## src/rtl/prescale_pkg.sv

```systemverilog
package prescale_pkg;

  localparam int STAGES   = 3;
  localparam int SEL_W    = 2;
  localparam int CNT_W    = 2;
  localparam int SAMPLE_W = 8;

  typedef enum logic [SEL_W-1:0] {
    SEL_PASS  = 2'b00,
    SEL_HALF  = 2'b01,
    SEL_WIDE  = 2'b10,
    SEL_SPARE = 2'b11
  } stageSel_e;

  // Control to datapath: restart request plus per-stage terminal counts.
  typedef struct packed {
    logic                         restart;
    logic [STAGES-1:0][CNT_W-1:0] termCnt;
  } ctrlStrobes_t;

  // Terminal count (ratio minus one) for one stage.
  // The last stage uses the wide ratio 4; the others use 3.
  function automatic logic [CNT_W-1:0] termFor(input logic isLast,
                                              input logic [SEL_W-1:0] sel);
    logic [CNT_W-1:0] t;
    case (stageSel_e'(sel))
      SEL_HALF: t = CNT_W'(1);
      SEL_WIDE: t = isLast ? CNT_W'(3) : CNT_W'(2);
      default:  t = '0;
    endcase
    return t;
  endfunction

endpackage

```

## src/rtl/prescale_ctrl.sv

```systemverilog
module prescale_ctrl
  import prescale_pkg::*;
#(
  parameter int NUM_STAGES = STAGES
) (
  input  logic                             clk,
  input  logic                             rstN,
  input  logic [NUM_STAGES-1:0][SEL_W-1:0] stageSel,
  output ctrlStrobes_t                     strobes
);

  logic [NUM_STAGES-1:0][SEL_W-1:0] selQ;
  logic                             runQ;
  logic                             selChanged;

  always_ff @(posedge clk) begin
    if (!rstN) begin
      selQ <= '0;
      runQ <= 1'b0;
    end else begin
      selQ <= stageSel;
      runQ <= 1'b1;
    end
  end

  assign selChanged      = (stageSel != selQ);
  assign strobes.restart = selChanged || !runQ || !rstN;

  for (genvar g = 0; g < NUM_STAGES; g++) begin : gTerm
    localparam logic IS_LAST = (g == NUM_STAGES - 1);
    assign strobes.termCnt[g] = termFor(IS_LAST, stageSel[g]);
  end


  restart_settle_chk: assert property (@(posedge clk) disable iff (!rstN)
    strobes.restart |=> (!strobes.restart || !$stable(stageSel)));

endmodule

```

## src/rtl/prescale_datapath.sv

```systemverilog
module prescale_datapath
  import prescale_pkg::*;
#(
  parameter int NUM_STAGES = STAGES,
  parameter int CW         = CNT_W,
  parameter int SW         = SAMPLE_W
) (
  input  logic         clk,
  input  logic         rstN,
  input  ctrlStrobes_t strobes,
  input  logic         lowDelayEn,
  output logic         imclkEn,
  output logic         fullRateStb,
  output logic         halfRateStb,
  output logic         sampleStb
);

  localparam int HALF_W = SW - 1;

  logic [NUM_STAGES:0]           stageIn;
  logic [NUM_STAGES-1:0][CW-1:0] stageCnt;
  logic [SW-1:0]                 sampleCnt;

  assign stageIn[0] = 1'b1;

  for (genvar g = 0; g < NUM_STAGES; g++) begin : gStage
    logic atTerm;
    assign atTerm       = (stageCnt[g] == strobes.termCnt[g]);
    assign stageIn[g+1] = stageIn[g] && atTerm;

    always_ff @(posedge clk) begin
      if (!rstN || strobes.restart) begin
        stageCnt[g] <= '0;
      end else if (stageIn[g]) begin
        stageCnt[g] <= atTerm ? '0 : stageCnt[g] + CW'(1);
      end
    end
  end

  assign imclkEn = stageIn[NUM_STAGES] && !strobes.restart;

  always_ff @(posedge clk) begin
    if (!rstN || strobes.restart) begin
      sampleCnt <= '0;
    end else if (imclkEn) begin
      sampleCnt <= sampleCnt + SW'(1);
    end
  end

  assign fullRateStb = imclkEn && (&sampleCnt);
  assign halfRateStb = imclkEn && (&sampleCnt[HALF_W-1:0]);
  assign sampleStb   = lowDelayEn ? halfRateStb : fullRateStb;


  half_in_full_chk: assert property (@(posedge clk) disable iff (!rstN)
    fullRateStb |-> halfRateStb);


  restart_clear_chk: assert property (@(posedge clk) disable iff (!rstN)
    strobes.restart |=> (sampleCnt == '0 && stageCnt == '0));


  single_pulse_chk: assert property (@(posedge clk) disable iff (!rstN)
    (imclkEn && strobes.termCnt != '0) |=> !imclkEn);


  pass_through_chk: assert property (@(posedge clk) disable iff (!rstN)
    (!strobes.restart && strobes.termCnt == '0) |-> imclkEn);


  full_spacing_chk: assert property (@(posedge clk) disable iff (!rstN)
    fullRateStb |=> !fullRateStb);


  sample_mux_chk: assert property (@(posedge clk) disable iff (!rstN)
    sampleStb |-> (fullRateStb || (lowDelayEn && halfRateStb)));

endmodule

```

## src/rtl/mclk_prescale_chain.sv

```systemverilog
module mclk_prescale_chain
  import prescale_pkg::*;
(
  input  logic             clk,
  input  logic             rstN,
  input  logic [SEL_W-1:0] stage1Sel,
  input  logic [SEL_W-1:0] stage2Sel,
  input  logic [SEL_W-1:0] stage3Sel,
  input  logic             lowDelayEn,
  output logic             imclkEn,
  output logic             fullRateStb,
  output logic             halfRateStb,
  output logic             sampleStb
);

  logic [STAGES-1:0][SEL_W-1:0] stageSel;
  ctrlStrobes_t                 strobes;

  assign stageSel = {stage3Sel, stage2Sel, stage1Sel};

  prescale_ctrl #(.NUM_STAGES(STAGES)) u_ctrl (
    .clk      (clk),
    .rstN     (rstN),
    .stageSel (stageSel),
    .strobes  (strobes)
  );

  prescale_datapath #(
    .NUM_STAGES (STAGES),
    .CW         (CNT_W),
    .SW         (SAMPLE_W)
  ) u_dp (
    .clk         (clk),
    .rstN        (rstN),
    .strobes     (strobes),
    .lowDelayEn  (lowDelayEn),
    .imclkEn     (imclkEn),
    .fullRateStb (fullRateStb),
    .halfRateStb (halfRateStb),
    .sampleStb   (sampleStb)
  );


  reset_quiet_chk: assert property (@(posedge clk)
    !rstN |-> !(imclkEn || fullRateStb || halfRateStb || sampleStb));

endmodule

```

## config.mk

```make
export PLATFORM = sky130hd
export DESIGN_NAME = mclk_prescale_chain
export DESIGN_NICKNAME = d
export VERILOG_FILES = /design/src/rtl/prescale_pkg.sv /design/src/rtl/prescale_ctrl.sv /design/src/rtl/prescale_datapath.sv /design/src/rtl/mclk_prescale_chain.sv
export SDC_FILE = /design/constraint.sdc
export NUM_CORES = 1
export LEC_CHECK = 0
export ABC_AREA = 1
export BUFFER_PORTS_ARGS = -buffer_cell sky130_fd_sc_hd__buf_4
export CAP_MARGIN = 20
export CORE_MARGIN = 5
export CORE_UTILIZATION = 25
export CTS_BUF_LIST = sky130_fd_sc_hd__clkbuf_8 sky130_fd_sc_hd__clkbuf_16
export DETAILED_ROUTE_END_ITERATION = 10
export GPL_TIMING_DRIVEN = 1
export PLACE_DENSITY = 0.52
export SKIP_CTS_REPAIR_TIMING = 1
export SLEW_MARGIN = 25
export SYNTH_ARGS = -nofsm -noshare
export SYNTH_HDL_FRONTEND = slang
export SYNTH_HIERARCHICAL = 1
export SYNTH_SLANG_ARGS = --single-unit
```

## constraint.sdc

```tcl
create_clock -name clk -period 1.9 [get_ports clk]
set_input_delay 0.475 -clock clk [delete_from_list [all_inputs] [get_ports clk]]
set_output_delay 0.475 -clock clk [all_outputs]
set_load 0.05 [all_outputs]
```

Yosys cells after proc, flatten, opt, wreduce, memory -nomap -nowiden
Index checks and enable logic that the tools add are counted. W data, S select, Z words.

Add/subtract/negate cells: 4. Equal/unequal tests: 10. Mux-type cells: 7. Reduce and logical (&&, ||, !) cells: 14.

Operators with widths (count): $pmux W2 S2 (3); $add A8 B1 Y8 const B (1); $reduce_and A8 Y1 (1); $reduce_and A7 Y1 (1); $add A2 B1 Y2 const B (3); $eq A2 B1 Y1 const B (3); $eq A2 B2 Y1 (3); $eq A2 B2 Y1 const B (3); $ne A6 B6 Y1 (1); $logic_and A1 B1 Y1 (5); $mux W2 (2); $logic_not A1 Y1 (3); $logic_or A1 B1 Y1 (3); $mux W1 (2); $reduce_or A2 Y1 (1).

Register bits: 21. Output and inout port bits: 4. Word-level logic and storage cells: 43.

Longest topological paths before layout
Gate-level depths: netlist (run 1).

Depth in word-level cells: 8. Mapped depth: 12.

Cells and area by module
Netlist (run 1), hierarchy kept.

By module, submodules not included: prescale_datapath (times used 1, cells an instance 121, area each 855.8 sq um); prescale_ctrl (times used 1, cells an instance 55, area each 337.8 sq um).

Worst setup path before layout (run 1)
OpenSTA, ideal clock, no wires.

Kind: input to output. From: input port stage3Sel[0]. To: output port fullRateStb. Arrival: 1.997 ns. Path slack: -0.572 ns. Cell stages on the path: 7. Cell sequence: inv_2 -> ha_1 -> inv_1 -> xor2_1 -> nor2_4 -> nand4_4 -> nor2_1.

RTL lines: start: declaration (RTL line mclk_prescale_chain.sv:8) `input logic [SEL_W-1:0] stage3Sel,`; end: declaration (RTL line mclk_prescale_chain.sv:11) `output logic fullRateStb,`.

==> results.json, run 1 <==
{
  "synth_top_area_cell": "dfxtp_1",
  "crit_required_ns": 1.42,
  "n_antenna_cell": 0,
  "cts_buffer_depth": 2,
  "r2r.worst_path.cells": 13,
  "syn_nets": 187,
  "crit_path_end": "sampleStb",
  "cts-root-buf": "clkbuf_8",
  "drcViolationCount": 0,
  "vias": 1088,
  "worstHoldPathType": "input port to flip-flop",
  "finalHoldViolCount": 0,
  "synth_top_area_share_pct": 35.22,
  "setup_viol": 4,
  "initial_core_util_pct": 25.44,
  "die_h_um": 79.10,
  "dp_hpwl_um": 1878,
  "coreArea_sq_mm": 0.004692,
  "layout_setup_ws_ns": -0.2325,
  "startpoint_type": "input port",
  "p_leak_nw": 0.7682,
  "report.final.slew_viol_count": 0,
  "grt_max_degree": 14,
  "clk_latency_ns": 0.26,
  "drv_cap": 0,
  "cts_tree": "done",
  "rsz0062_at_grt": "true",
  "wirelength_um": 2451,
  "grt_pass1_wl_um": 4284,
  "place_congestion": 0.7050,
  "cp-end-kind": "primary output",
  "clock-sinks": 21,
  "tightestPinTransition_ns": 0.2425,
  "relSlewSlack_pct": 83.78,
  "grt.overflow.total": 0,
  "crit_fanout": 4,
  "antenna_found_initial": 0,
  "grt_pass1_vias": 1027,
  "layout.nets": 224,
  "die-area_sq_mm": 0.006257,
  "mostFrequentLayoutCell": "nand2_1",
  "drt_first_pass_iters": 4,
  "seq_area_frac_synth_pct": 35.22,
  "syn_inst": 176,
  "tns_ns": -0.8339,
  "r2r_setup_slack_ns": 0.30,
  "clk_pin_slew_worst_paths_ns": 0.09,
  "io-pin-count": 13,
  "rows": 25,
  "r2r_start": "u_ctrl/selQ[0]",
  "cellPowerDensity_mw_per_mm2": 534.7,
  "synth.distinct_cells": 26,
  "path_class": "input port to primary output",
  "outcome": "finished with violations",
  "ant_nets": 0,
  "grt_usage_pct": 8.510,
  "drt_iter0_drc": 69,
  "portBuffers": 12,
  "max-vdd-ir-drop_mv": 0.2140,
  "fin_crit_ns": 2.133,
  "min_period_over_period_pct": 112.2,
  "layout_common_cells": "49 x nand2_1, 29 x inv_1, 27 x buf_4, 20 x nor2_1, 18 x dfxtp_1",
  "whs_ns": 0.4122,
  "critPathLaunch": "stage3Sel[0]",
  "skew_ns": 0.005351,
  "cts_buffers": 3,
  "ys_ff_latch": 21,
  "syn_avg_cell_area_sq_um": 6.782,
  "synth_area_sq_mm": 0.001194,
  "vias_per_cell": 4.090,
  "yosys_warnings": 6,
  "worstPathArrival_ns": 1.66,
  "achievable-frequency_ghz": 0.4689,
  "die_w_um": 79.10,
  "r2r-end": "u_dp/sampleCnt[7]",
  "routedWlPerCell_um": 9.214,
  "synth_area_leaders": "dfxtp_1 35%, nand2_1 16%, inv_1 10%, nor2_1 8.2%, nor2_4 2.8%",
  "syn2layout_area_growth_pct": 40.57,
  "violations": "negative setup slack",
  "drive_gt1_share_pct": 34.91,
  "cts_max_level": 1
}
==> cells by family (layout without fill, tap and decap cells) <==
logic type      after synthesis  after routing  synth area share [%]
buf+inv                      38             74                 12.89
compound gates                8              8                 3.877
xor+xnor                      6              6                 5.032
fa+ha+maj                     2              2                 2.096
simple gates                101            101                 40.88
flops                        21             21                 35.22
==> synth_stat cells <==
library cell	count
nand2_2	3
nand4_4	1
nor3_1	1
nand2_1	50
nand4_1	4
nand4_2	1
o21ai_0	3
buf_8	1
nor3b_2	2
ha_1	2
inv_2	5
nand3b_1	1
xnor2_1	2
nor2_1	26
a31oi_1	2
inv_1	32
o21ai_1	1
dfxtp_1	21
nor2_4	3
a21oi_1	1
xnor2_2	1
a21oi_2	1
nand2_4	1
nand3_1	6
xor2_1	3
nor2_2	2
==> how the worst min path moves through the flow <==
stage,startpoint,endpoint,slack (ns),cells past startpoint
global placement,u_dp/stageCnt[0],u_dp/stageCnt[0],0.47,1
detailed placement,u_dp/stageCnt[0],u_dp/stageCnt[0],0.48,1
global route,stage2Sel[1],u_ctrl/selQ[3],0.42,3
CTS,stage2Sel[1],u_ctrl/selQ[3],0.40,3
floorplan,u_dp/stageCnt[0],u_dp/stageCnt[0],0.45,1
finish,stage2Sel[1],u_ctrl/selQ[3],0.41,3
==> layout make-up <==
type	count	area, sq um
Clock inverter	1	7.507
Clock buffer	3	41.29
Sequential cell	21	424.2
Inverter	37	155.1
Timing Repair Buffer	33	290.3
Multi-Input combinational cell	117	691.9
Fill cell	507	3014
Tap cell	54	67.56
==> flip-flops by register name (all words and copies together) (netlist names) <==
register,cells
u_dp/stageCnt,6
u_ctrl/runQ,1
u_ctrl/selQ,6
u_dp/sampleCnt,8
==> layer usage <==
metal / routed length, um / vias up / share of wire (%) / GRT usage (%)
met5: 0 / - / 0 / 0
met4: 30 / 0 / 1.2 / 4.124
met3: 41 / 2 / 1.7 / 1.247
met2: 1136 / 8 / 46 / 13.97
met1: 1243 / 476 / 51 / 10.87
li1: - / 602 / - / -
==> metrics by stage <==
stage / instance area, sq um / utilization, % / total power, mW / std cells / setup WS [ns]
final: 1678 / 35.76 / 0.8972 / 266 / -0.2325
after global routing: 1678 / 35.76 / 0.9446 / 266 / -0.3033
after CTS: 1594 / 33.97 / 0.9051 / 266 / -0.3247
after detailed placement: 1545 / 32.93 / 0.5926 / 262 / -0.3186
after global placement: 1545 / 32.93 / 0.5915 / 262 / -0.3120
after floorplan: 1245 / - / 0.5401 / 176 / -0.2775
==> critical path, cell delays in order <==
cell and delay (ns):
buf_12 0.09, inv_12 0.03, ha_4 0.24, inv_2 0.03
xor2_2 0.14, nor2_4 0.13, nand4_4 0.18, a21oi_4 0.15
buf_6 0.17
==> power breakdown <==
part / switching (mW) / internal (mW) / total [mW]
registers: 0.00368 / 0.448 / 0.452
logic: 0.0759 / 0.0622 / 0.138
clock network: 0.159 / 0.148 / 0.307
(Power assumes the default switching activity.)
==> run 2: changes to the inputs <==
PLACE_DENSITY = 0.51   (was 0.52)
clock period = 2.45 ns   (was 1.9 ns; I/O delays follow)
==> run 2 against run 1 <==
Compared with the run above: the flow still finishes with violations (negative setup slack); via count down 4.0%; clock skew decreased by 0.0033 ns; core utilization shrank 3.0 points; sequential power down 23%; largest cell class unchanged; clock-buffer cell count did not move; largest power group unchanged.
==> results.json, run 2 (synthesized netlist as in run 1, its figures left out) <==
{
  "outcome": "finished with violations",
  "violations": "negative setup slack",
  "max-vdd-ir-drop_mv": 0.1667,
  "coreArea_sq_mm": 0.004692,
  "drive_gt1_share_pct": 25.98,
  "vias_per_cell": 4.050,
  "die-area_sq_mm": 0.006257,
  "cp-end-kind": "primary output",
  "cts_max_level": 1,
  "cellPowerDensity_mw_per_mm2": 447.0,
  "startpoint_type": "input port",
  "initial_core_util_pct": 25.44,
  "report.final.slew_viol_count": 0,
  "worstPathArrival_ns": 1.84,
  "fin_crit_ns": 2.455,
  "largest_reg_flops": 8,
  "path_class": "input port to primary output",
  "die_h_um": 79.10,
  "layout_setup_ws_ns": -0.004840,
  "reg_top3": "u_dp/sampleCnt (8), u_ctrl/selQ (6), u_dp/stageCnt (6)",
  "grt_max_degree": 13,
  "drt_iter0_drc": 47,
  "crit_required_ns": 1.84,
  "achievable-frequency_ghz": 0.4074,
  "switching_share_pct": 25.86,
  "grt_usage_pct": 8.719,
  "drv_cap": 0,
  "cts_buffers": 3,
  "p_leak_nw": 0.7301,
  "grt.overflow.total": 0,
  "clk_pin_slew_worst_paths_ns": 0.08,
  "cts_tree": "done",
  "worstHoldPathType": "flip-flop to flip-flop",
  "clk_latency_ns": 0.26,
  "min_period_over_period_pct": 100.2,
  "layout.nets": 216,
  "grt_pass1_wl_um": 4450,
  "rows": 25,
  "place_congestion": 0.7723,
  "dp_hpwl_um": 1870,
  "cts_buffer_depth": 2,
  "whs_ns": 0.4946,
  "drcViolationCount": 0,
  "relSlewSlack_pct": 82.92,
  "drt_first_pass_iters": 4,
  "die_w_um": 79.10,
  "ant_nets": 0,
  "clock-sinks": 21,
  "skew_ns": 0.002092,
  "tns_ns": -0.004840,
  "syn2layout_area_growth_pct": 28.62,
  "grt_pass1_vias": 1044,
  "finalHoldViolCount": 0,
  "io-pin-count": 13,
  "vias": 1045,
  "n_antenna_cell": 0,
  "cts-root-buf": "clkbuf_8",
  "layout_common_cells": "50 x nand2_1, 31 x inv_1, 25 x nor2_1, 21 x dfxtp_1, 20 x buf_4",
  "p_int_mw": 0.5088,
  "dp_slack_ns": -0.04731,
  "setup_viol": 1,
  "wirelength_um": 2409,
  "power_frac_seq_pct": 51.0,
  "rsz0062_at_grt": "true",
  "final_util_pct": 32.72,
  "power.share.clock_pct": 33.8,
  "portBuffers": 12,
  "mostFrequentLayoutCell": "nand2_1",
  "top_register": "u_dp/sampleCnt",
  "routedWlPerCell_um": 9.337,
  "p_switching_mw": 0.1775,
  "tightestPinTransition_ns": 0.2535,
  "antenna_found_initial": 0,
  "crit_fanout": 4,
  "p_comb_share_pct": 15.2
}
## run 2: cell count changes in the layout (fill, tap and decap cells not counted), moves of 3 or more
cell | before | now
dfxtp_1 | 18 | 21
buf_4 | 27 | 20
dfxtp_2 | 3 | 0
nor2_1 | 20 | 25
nor2_2 | 6 | 3
## run 2: layout make-up
type / count / area [sq um]
Inverter: 37 / 141.4
Clock inverter: 1 / 5.005
Fill cell: 529 / 3157
Clock buffer: 3 / 41.29
Tap cell: 54 / 67.56
Timing Repair Buffer: 25 / 210.2
Sequential cell: 21 / 420.4
Multi-Input combinational cell: 117 / 649.4
## run 2: final timing paths
check | slack (ns) | depth (start not counted) | to | startpoint
setup / recovery | -0.005 | 9 | fullRateStb | stage3Sel[0]
hold / removal | 0.49 | 2 | u_dp/sampleCnt[0] | u_dp/sampleCnt[0]
setup reg to reg | 0.79 | 13 | u_dp/sampleCnt[7] | u_ctrl/selQ[4]
hold reg to reg | 0.49 | 2 | u_dp/sampleCnt[0] | u_dp/sampleCnt[0]
## run 2: worst max-delay path: stages
cell and delay [ns]:
buf_8 0.08, inv_4 0.03, ha_4 0.25, inv_2 0.03, xor2_2 0.15, nor2_4 0.21
nand4_4 0.17, nor2_2 0.15, buf_6 0.16
## run 2: power by group through the flow
stage               sequential [mW]  combinational, mW  clock [mW]
finish                        0.350              0.105       0.232
global placement              0.358             0.0959           0
CTS                           0.350             0.0965       0.244
detailed placement            0.358             0.0957           0
global route                  0.351              0.116       0.257
floorplan                     0.357             0.0570           0
## run 2: through the flow
stage | area, sq um | std cells | total power, mW
after detailed placement | 1436 | 253 | 0.4537
after floorplan | 1204 | 176 | 0.4145
after global routing | 1535 | 258 | 0.7239
final | 1535 | 258 | 0.6863
after CTS | 1483 | 257 | 0.6902
after global placement | 1436 | 253 | 0.4536
## run 2: per-layer routing
| metal | wire (um) | global-route usage [%] |
|---|---|---|
| met4 | 30 | 3.952 |
| met3 | 50 | 1.474 |
| met2 | 1086 | 14.14 |
| met1 | 1242 | 11.26 |
| met5 | 0 | 0 |
==> run 3: changes to the inputs <==
CELL_PAD_IN_SITES_DETAIL_PLACEMENT = 2   (was not set)
CELL_PAD_IN_SITES_GLOBAL_PLACEMENT = 2   (was not set)
CTS_CLUSTER_DIAMETER = 150   (was not set)
PLACE_DENSITY = 0.74   (was 0.51)
==> run 3 against run 2 <==
Compared with the run above: the run now ends clean; die area stayed put; combinational power is 11% higher; worst setup slack better by 0.040 ns; global-route usage is 2.5 points higher; critical endpoint is now sampleStb; clock power is 6% higher; non-clock buffer count is 4 higher; core utilization is 1.2 points higher; maximum frequency is 1.7% higher; sequential power hardly changed.
==> results.json, run 3 (synthesized netlist as in run 1, its figures left out) <==
{
  "die_w_um": 79.10,
  "rows": 25,
  "r2r_setup_slack_ns": 0.67,
  "path_depth": 9,
  "rsz0062_at_grt": "true",
  "io-pin-count": 13,
  "vias": 1148,
  "top_register": "u_dp/sampleCnt",
  "cpPeakStageDelay_ns": 0.25,
  "r2r-end": "u_dp/sampleCnt[7]",
  "p_leak_nw": 0.7494,
  "finalHoldViolCount": 0,
  "stdcell_area_sq_mm": 0.001590,
  "n_antenna_cell": 0,
  "skew_ns": 0.005522,
  "cts_max_level": 1,
  "hp-start": "u_dp/stageCnt[0]",
  "critPathTopFamily": "simple AND/OR/NAND/NOR gates",
  "ant_nets": 0,
  "min_period_over_period_pct": 98.56,
  "fin_crit_ns": 2.415,
  "place_congestion": 0.6759,
  "crit_required_ns": 1.84,
  "grt_max_degree": 14,
  "portBuffers": 12,
  "die_h_um": 79.10,
  "clock-sinks": 21,
  "cts_buffers": 3,
  "vias_per_cell": 4.382,
  "layout.nets": 220,
  "crit_chain": "buf_8, inv_4, ha_4, inv_2, xor2_2, nor2_4, nand4_4, a21oi_4, buf_6",
  "clk_latency_ns": 0.27,
  "relSlewSlack_pct": 81.73,
  "drcViolationCount": 0,
  "antenna_found_initial": 0,
  "initial_core_util_pct": 25.44,
  "dp_slack_ns": -0.09547,
  "dp_hpwl_um": 2520,
  "drt_iter0_drc": 29,
  "power_frac_seq_pct": 49.1,
  "grt_pass1_vias": 1231,
  "p_comb_share_pct": 16.4,
  "die-area_sq_mm": 0.006257,
  "crit_fanout": 4,
  "tightestPinTransition_ns": 0.2731,
  "critPathLaunch": "stage3Sel[0]",
  "crit_buf_inv": 4,
  "grt.overflow.total": 0,
  "grt_pass1_wl_um": 5623,
  "drt_first_pass_iters": 3,
  "largest_reg_flops": 8,
  "layout_setup_ws_ns": 0.03535,
  "max-vdd-ir-drop_mv": 0.1962,
  "r2r_start": "u_ctrl/selQ[0]",
  "layout_common_cells": "50 x nand2_1, 31 x inv_1, 23 x buf_4, 21 x nor2_1, 21 x dfxtp_1",
  "path_class": "input port to primary output",
  "outcome": "finished clean",
  "grt_usage_pct": 11.25,
  "p_switching_mw": 0.1964,
  "drv_cap": 0,
  "power.share.clock_pct": 34.5,
  "cts_buffer_depth": 2,
  "startpoint_type": "input port",
  "cpMaxStageDelayCell": "ha_4",
  "mostFrequentLayoutCell": "nand2_1",
  "switching_share_pct": 27.57,
  "report.final.slew_viol_count": 0,
  "cts-root-buf": "clkbuf_8",
  "coreArea_sq_mm": 0.004692,
  "routedWlPerCell_um": 12.87,
  "worstHoldPathType": "flip-flop to flip-flop",
  "cts_tree": "done",
  "achievable-frequency_ghz": 0.4141,
  "clk_pin_slew_worst_paths_ns": 0.09,
  "cp-end-kind": "primary output",
  "cellPowerDensity_mw_per_mm2": 448.1,
  "crit_path_end": "sampleStb",
  "postPlaceCellArea_sq_mm": 0.001436,
  "wirelength_um": 3373,
  "worstPathArrival_ns": 1.80,
  "r2r.worst_path.cells": 13,
  "p_int_mw": 0.5161,
  "syn2layout_area_growth_pct": 33.23,
  "drive_gt1_share_pct": 29.81,
  "reg_top3": "u_dp/sampleCnt (8), u_ctrl/selQ (6), u_dp/stageCnt (6)",
  "setup_viol": 0
}
[run 3: cell types whose count changed in the layout (fill, tap and decap cells not counted), sizes merged]
cell / previous run / this run
clkinv: 1 / 0
buf: 25 / 29
clkinvlp: 0 / 1
[run 3: per-stage QoR]
| step | power, mW | setup TNS, ns | std cells | utilization [%] | hold slack, ns |
|---|---|---|---|---|---|
| after floorplan | 0.4145 | -0.09044 | 176 | - | 0.4547 |
| after global placement | 0.4522 | -0.07857 | 253 | 30.61 | 0.4709 |
| after detailed placement | 0.4556 | -0.1996 | 253 | 30.61 | 0.4776 |
| after CTS | 0.7085 | -0.2250 | 257 | 31.65 | 0.4997 |
| after global routing | 0.7575 | -0.2007 | 262 | 33.89 | 0.5189 |
| final | 0.7125 | 0 | 262 | 33.89 | 0.4916 |
[run 3: metal layers]
| metal | up-vias | wire, um | GRT usage (%) |
|---|---|---|---|
| met5 | - | 0 | 0 |
| met4 | 0 | 40 | 4.983 |
| met3 | 2 | 31 | 1.134 |
| met2 | 5 | 1721 | 19.44 |
| met1 | 552 | 1579 | 14.05 |
| li1 | 589 | - | - |
[run 3: how the worst min path moves through the flow]
stage / depth (start not counted) / end / slack, ns
floorplan: 1 / u_dp/stageCnt[0] / 0.45
global placement: 1 / u_dp/stageCnt[0] / 0.47
detailed placement: 1 / u_dp/stageCnt[0] / 0.48
CTS: 1 / u_dp/stageCnt[0] / 0.50
global route: 1 / u_dp/stageCnt[0] / 0.52
finish: 1 / u_dp/stageCnt[0] / 0.49
[run 3: cell type report]
class                   instances  area (sq um)
inverters                      37         141.4
flip-flops and latches         21         420.4
clock buffers                   3         41.29
multi-input cells             117         664.4
clock inverters                 1         7.507
repair buffers                 29         247.7
well taps                      54         67.56
fillers                       575          3102
[run 3: power groups by stage]
stage                     sequential [mW]  clock, mW  combinational, mW
after detailed placement            0.358          0             0.0973
after global routing                0.351      0.276              0.130
after floorplan                     0.357          0             0.0570
final                               0.350      0.246              0.117
after CTS                           0.350      0.260             0.0983
after global placement              0.358          0             0.0943
